### src/rtl/pm_sel_pkg.sv
package pm_sel_pkg;
  typedef enum logic {SEL_IDLE = 1'b0, SEL_RUN = 1'b1} sel_state_t;
endpackage

### src/rtl/pm_rank_cmp.sv
module pm_rank_cmp #(
  parameter int KEY_W = 7,
  parameter int IDX_W = 6
) (
  input  logic             a_elig,
  input  logic             a_valid,
  input  logic [KEY_W-1:0] a_key,
  input  logic [IDX_W-1:0] a_idx,
  input  logic             b_elig,
  input  logic             b_valid,
  input  logic [KEY_W-1:0] b_key,
  input  logic [IDX_W-1:0] b_idx,
  output logic             w_elig,
  output logic             w_valid,
  output logic [KEY_W-1:0] w_key,
  output logic [IDX_W-1:0] w_idx
);
  logic a_wins;

  always_comb begin
    if (a_elig != b_elig)             a_wins = a_elig;
    else if (a_valid != b_valid)      a_wins = a_valid;
    else if (a_key != b_key)          a_wins = $signed(a_key) > $signed(b_key);
    else                              a_wins = a_idx < b_idx;
  end

  assign w_elig  = a_wins ? a_elig  : b_elig;
  assign w_valid = a_wins ? a_valid : b_valid;
  assign w_key   = a_wins ? a_key   : b_key;
  assign w_idx   = a_wins ? a_idx   : b_idx;
endmodule

### src/rtl/pm_argmax_tree.sv
module pm_argmax_tree #(
  parameter int NCAND = 64,
  parameter int MET_W = 8,
  localparam int KEY_W = MET_W - 1,
  localparam int IDX_W = $clog2(NCAND),
  localparam int NODES = 2 * NCAND - 1
) (
  input  logic [NCAND*MET_W-1:0] metric,
  input  logic [NCAND-1:0]       taken,
  output logic                   win_elig,
  output logic                   win_valid,
  output logic [KEY_W-1:0]       win_key,
  output logic [IDX_W-1:0]       win_idx
);
  logic             n_elig  [NODES];
  logic             n_valid [NODES];
  logic [KEY_W-1:0] n_key   [NODES];
  logic [IDX_W-1:0] n_idx   [NODES];

  localparam logic [MET_W-1:0] NEG_INF = {1'b1, {(MET_W-1){1'b0}}};

  for (genvar i = 0; i < NCAND; i++) begin : g_leaf
    assign n_elig [NCAND-1+i] = ~taken[i];
    assign n_valid[NCAND-1+i] = metric[i*MET_W +: MET_W] != NEG_INF;
    assign n_key  [NCAND-1+i] = metric[i*MET_W+1 +: KEY_W];
    assign n_idx  [NCAND-1+i] = IDX_W'(i);
  end

  for (genvar n = 0; n < NCAND - 1; n++) begin : g_node
    pm_rank_cmp #(.KEY_W(KEY_W), .IDX_W(IDX_W)) i_cmp (
      .a_elig (n_elig [2*n+1]), .a_valid(n_valid[2*n+1]),
      .a_key  (n_key  [2*n+1]), .a_idx  (n_idx  [2*n+1]),
      .b_elig (n_elig [2*n+2]), .b_valid(n_valid[2*n+2]),
      .b_key  (n_key  [2*n+2]), .b_idx  (n_idx  [2*n+2]),
      .w_elig (n_elig [n]),     .w_valid(n_valid[n]),
      .w_key  (n_key  [n]),     .w_idx  (n_idx  [n])
    );
  end

  assign win_elig  = n_elig[0];
  assign win_valid = n_valid[0];
  assign win_key   = n_key[0];
  assign win_idx   = n_idx[0];
endmodule

### src/rtl/pm_survivor_select.sv
module pm_survivor_select
  import pm_sel_pkg::*;
#(
  parameter int LIST  = 4,
  parameter int PAT_W = 4,
  parameter int MET_W = 8,
  localparam int NCAND = LIST * (2 ** PAT_W),
  localparam int IDX_W = $clog2(NCAND),
  localparam int PAR_W = $clog2(LIST),
  localparam int KEY_W = MET_W - 1
) (
  input  logic                   clk,
  input  logic                   rst,
  input  logic                   start,
  input  logic [NCAND*MET_W-1:0] cand_metric,
  output logic                   done,
  output logic [LIST*PAR_W-1:0]  surv_parent,
  output logic [LIST*PAT_W-1:0]  surv_pattern,
  output logic [LIST*MET_W-1:0]  surv_metric
);
  localparam logic [MET_W-1:0] NEG_INF = {1'b1, {(MET_W-1){1'b0}}};

  sel_state_t       state;
  logic [PAR_W-1:0] pass;
  logic [NCAND-1:0] taken;
  logic             win_elig, win_valid;
  logic [KEY_W-1:0] win_key;
  logic [IDX_W-1:0] win_idx;
  logic [MET_W-1:0] win_metric;
  logic             last_valid;
  logic [KEY_W-1:0] last_key;

  pm_argmax_tree #(.NCAND(NCAND), .MET_W(MET_W)) i_tree (
    .metric   (cand_metric),
    .taken    (taken),
    .win_elig (win_elig),
    .win_valid(win_valid),
    .win_key  (win_key),
    .win_idx  (win_idx)
  );

  assign win_metric = cand_metric[win_idx*MET_W +: MET_W];

  always_ff @(posedge clk) begin
    if (rst) begin
      state        <= SEL_IDLE;
      pass         <= '0;
      taken        <= '0;
      done         <= 1'b0;
      last_valid   <= 1'b0;
      last_key     <= '0;
      surv_parent  <= '0;
      surv_pattern <= '0;
      surv_metric  <= '0;
    end else begin
      done <= 1'b0;
      case (state)
        SEL_IDLE: if (start) begin
          state <= SEL_RUN;
          pass  <= '0;
          taken <= '0;
        end
        SEL_RUN: begin
          surv_parent [pass*PAR_W +: PAR_W] <= win_idx[IDX_W-1:PAT_W];
          surv_pattern[pass*PAT_W +: PAT_W] <= win_idx[PAT_W-1:0];
          surv_metric [pass*MET_W +: MET_W] <= win_metric;
          taken[win_idx] <= 1'b1;
          last_valid     <= win_valid;
          last_key       <= win_key;
          if (pass == PAR_W'(LIST - 1)) begin
            state <= SEL_IDLE;
            done  <= 1'b1;
          end else begin
            pass <= pass + 1'b1;
          end
        end
        default: state <= SEL_IDLE;
      endcase
    end
  end

  // Valid, unchosen candidates still present (independent of the tree)
  logic valid_left;
  always_comb begin
    valid_left = 1'b0;
    for (int i = 0; i < NCAND; i++)
      if (!taken[i] && cand_metric[i*MET_W +: MET_W] != NEG_INF) valid_left = 1'b1;
  end

  assert_done_pulse_R2: assert property (@(posedge clk) disable iff (rst)
    done |=> !done);

  assert_busy_hold_R8: assert property (@(posedge clk) disable iff (rst)
    (state == SEL_RUN && pass != PAR_W'(LIST - 1)) |=> (state == SEL_RUN && !done));

  assert_fresh_pick_R3: assert property (@(posedge clk) disable iff (rst)
    (state == SEL_RUN) |-> !taken[win_idx]);

  assert_order_R3: assert property (@(posedge clk) disable iff (rst)
    (state == SEL_RUN && pass != '0 && win_valid && last_valid)
      |-> ($signed(win_key) <= $signed(last_key)));

  assert_invalid_last_R6: assert property (@(posedge clk) disable iff (rst)
    (state == SEL_RUN && !win_valid) |-> !valid_left);
endmodule

### config.mk
export PLATFORM = sky130hd
export DESIGN_NAME = pm_survivor_select
export DESIGN_NICKNAME = d
export VERILOG_FILES = /design/src/rtl/pm_sel_pkg.sv /design/src/rtl/pm_rank_cmp.sv /design/src/rtl/pm_argmax_tree.sv /design/src/rtl/pm_survivor_select.sv
export SDC_FILE = /design/constraint.sdc
export NUM_CORES = 2
export LEC_CHECK = 0
export ABC_AREA = 1
export CORE_ASPECT_RATIO = 1.1
export CORE_MARGIN = 2
export CORE_UTILIZATION = 53
export CTS_BUF_LIST = sky130_fd_sc_hd__clkbuf_2
export DETAILED_ROUTE_END_ITERATION = 7
export DONT_BUFFER_PORTS = 1
export HOLD_SLACK_MARGIN = 0.08
export PLACE_DENSITY = 0.68
export SLEW_MARGIN = 10
export SYNTH_ARGS = -nofsm -noshare
export SYNTH_HDL_FRONTEND = slang
export SYNTH_SLANG_ARGS = --single-unit
### constraint.sdc
create_clock -name clk -period 31.7 [get_ports clk]
set_clock_uncertainty 0.05 [all_clocks]
set_input_delay 1.585 -clock clk [delete_from_list [all_inputs] [get_ports clk]]
set_output_delay 1.585 -clock clk [all_outputs]
set_load 0.005 [all_outputs]
==> impl_metrics.json <==
{
  "status": "finished, violations left",
  "violations": "DRC",
  "final_hold_viol_count": 0,
  "cp_slowest_cell": "buf_4",
  "cts_tree": "done",
  "firstDrtPassIters": 8,
  "cts_buffers": 17,
  "wl_microns": 133000,
  "cpMostUsedCell": "nand2_1",
  "finalSetupTns_ps": 0,
  "syn_nets": 6781,
  "place.gp.congestion": 1.05,
  "viasPerCell": 5.99,
  "layout-drive-gt1-share": 0.0381,
  "critPathMaxStageDelay_ps": 780,
  "drc": 19,
  "worstMarginPinSlew_ps": 1100,
  "maxCapViolCount": 0,
  "cts_setup_buffers": 0,
  "crit_fanout": 136,
  "dpl.hpwl_microns": 109000,
  "pin_count": 572,
  "layout_min_cycle_time_ps": 17010,
  "fillers": 6459,
  "avgSynthCellArea_sq_um": 5.46,
  "synthFlopType": "dfxtp_1",
  "cts_max_path_buffers": 2,
  "grt_pass1_vias": 34600,
  "cts.sinks": 124,
  "grt_pass1_wl_microns": 199000,
  "critPathRequiredTime_ps": 32360,
  "dieArea_sq_um": 61600,
  "yosysWarningCount": 0,
  "grt_overflow": 0,
  "grt_max_degree": 137,
  "fmax_mhz": 58.8,
  "htree_levels": 4,
  "rsz0062_at_grt": "false",
  "ys_seq_area_frac": 0.0786,
  "die_h_microns": 260,
  "multiInputGateArea_sq_um": 25600,
  "clkLatencyLatePin_ps": 800,
  "rows": 93,
  "drtAntennaViolNets": 0,
  "port_buffers": 0,
  "layout-area-overhead-vs-synth_pct": 1.46,
  "async_reset_ff_frac": 0,
  "ctsHoldBuffers": 0,
  "finalMaxSlewViolations": 0,
  "track_usage": 0.411,
  "cts_root_buffer": "clkbuf_2",
  "syn_inst": 5787,
  "final_common_cell": "nand2_1",
  "cts_resized": 0,
  "die_x_microns": 237,
  "initial_core_util": 0.538,
  "core-area_sq_um": 58800,
  "register_area_sq_um": 2480,
  "antenna_found_initial": 1,
  "setup_violations": 0,
  "vias": 38400,
  "synth_area_sq_um": 31600,
  "clk_pin_slew_worst_paths_ps": 260,
  "ys_seq_elements": 124,
  "slew_headroom": 0.260,
  "min_path_type": "flip-flop to flip-flop",
  "crit_path_start_kind": "primary input",
  "end_kind": "flip-flop",
  "finalCritPeriodShare": 0.537,
  "synth_cell_types": 59,
  "drt_iter0_drc": 4152,
  "cp.arrival_ps": 17670,
  "nets": 6631,
  "synth_edf_count": 0,
  "crit_type": "primary input to flip-flop",
  "wl_per_cell_microns": 20.7,
  "final_cell_mix": "2109 x nand2_1, 630 x inv_1, 541 x o21ai_0"
}
==> metrics by stage <==
| stage | setup WS (ps) | hold WS (ps) | util | area [sq um] | instances |
|---|---|---|---|---|---|
| 6_report | 14690 | 443 | 0.545 | 32000 | 6411 |
| 5_1_grt | 13170 | 459 | 0.545 | 32000 | 6411 |
| 4_1_cts | 15140 | 435 | 0.545 | 32000 | 6410 |
| 3_5_place_dp | 14430 | 407 | 0.541 | 31800 | 6378 |
| 3_3_place_gp | 14420 | 405 | 0.541 | 31800 | 6378 |
| 2_1_floorplan | 18400 | 399 | - | 31600 | 5787 |
==> logic make-up after synthesis <==
kind of cell	share of synthesized area
mux	0.000990
buf+inv	0.113
xor+xnor	0.000832
fa+ha+maj	0.190
simple gates	0.422
flops	0.0786
compound gates	0.194
==> worst max-delay path: cells and delay by family <==
family / cells / cell delay [ps]
AOI/OAI and AO/OA: 30 / 5350
buffers and inverters: 10 / 1760
and+or+nand+nor: 52 / 6830
adders and majority gates: 6 / 2000
==> routing by layer <==
| metal | global-route usage | wire, microns | up-vias | share of wire |
|---|---|---|---|---|
| met5 | 0 | 0 | - | 0 |
| met4 | 0.149 | 5690 | 0 | 0.043 |
| met3 | 0.0965 | 15500 | 355 | 0.12 |
| met2 | 0.690 | 59500 | 2123 | 0.45 |
| met1 | 0.510 | 52100 | 17100 | 0.39 |
| li1 | - | - | 18800 | - |
==> sequential cells by signal, indices dropped and copies added (netlist names) <==
register / count
done: 1
pass: 2
state: 1
surv_metric: 32
surv_parent: 8
surv_pattern: 16
taken: 64
==> synthesized netlist by cell type, types with 8 or more instances <==
cell type	instances	share of area
o31ai_1	8	0.0019
dfxtp_1	124	0.079
ha_1	479	0.19
nand3_1	381	0.060
o211ai_1	135	0.032
o21a_1	17	0.0040
nand4_1	97	0.019
or2_2	19	0.0038
o21ai_0	541	0.086
buf_4	27	0.0064
nand2_4	9	0.0032
inv_1	630	0.075
a21oi_1	313	0.050
o21ai_1	19	0.0030
nor4_1	26	0.0051
nand3b_1	35	0.0083
nand2_2	49	0.0097
nor3_1	66	0.010
a21o_1	13	0.0031
a31oi_1	11	0.0022
a211o_1	9	0.0025
inv_2	61	0.0072
nor2_1	362	0.043
clkbuf_1	91	0.011
nand2_1	2110	0.25
clkinv_1	9	0.0011
buf_2	59	0.0093
==> path summary, 6_finish.rpt <==
path,slack (ps),endpoint,start,depth (start not counted)
max,14690,surv_metric[9]$_SDFFE_PP0P_,cand_metric[79],98
min,440,taken[59]$_SDFFE_PP0P_,taken[59]$_SDFFE_PP0P_,2
max reg2reg,15730,surv_metric[9]$_SDFFE_PP0P_,taken[8]$_SDFFE_PP0P_,91
min reg2reg,440,taken[59]$_SDFFE_PP0P_,taken[59]$_SDFFE_PP0P_,2
==> final cells by class <==
type,instances,share of cell area
multi-input cells,4775,0.798
inverters,700,0.0820
flip-flops and latches,124,0.0775
well taps,760,0.0297
clock inverters,15,0.00535
repair buffers,19,0.00445
clock buffers,17,0.00266
diodes,1,0.0000781
Power is not shown: default switching activity piles up to over one toggle a cycle in this logic, so the estimate is an artifact.
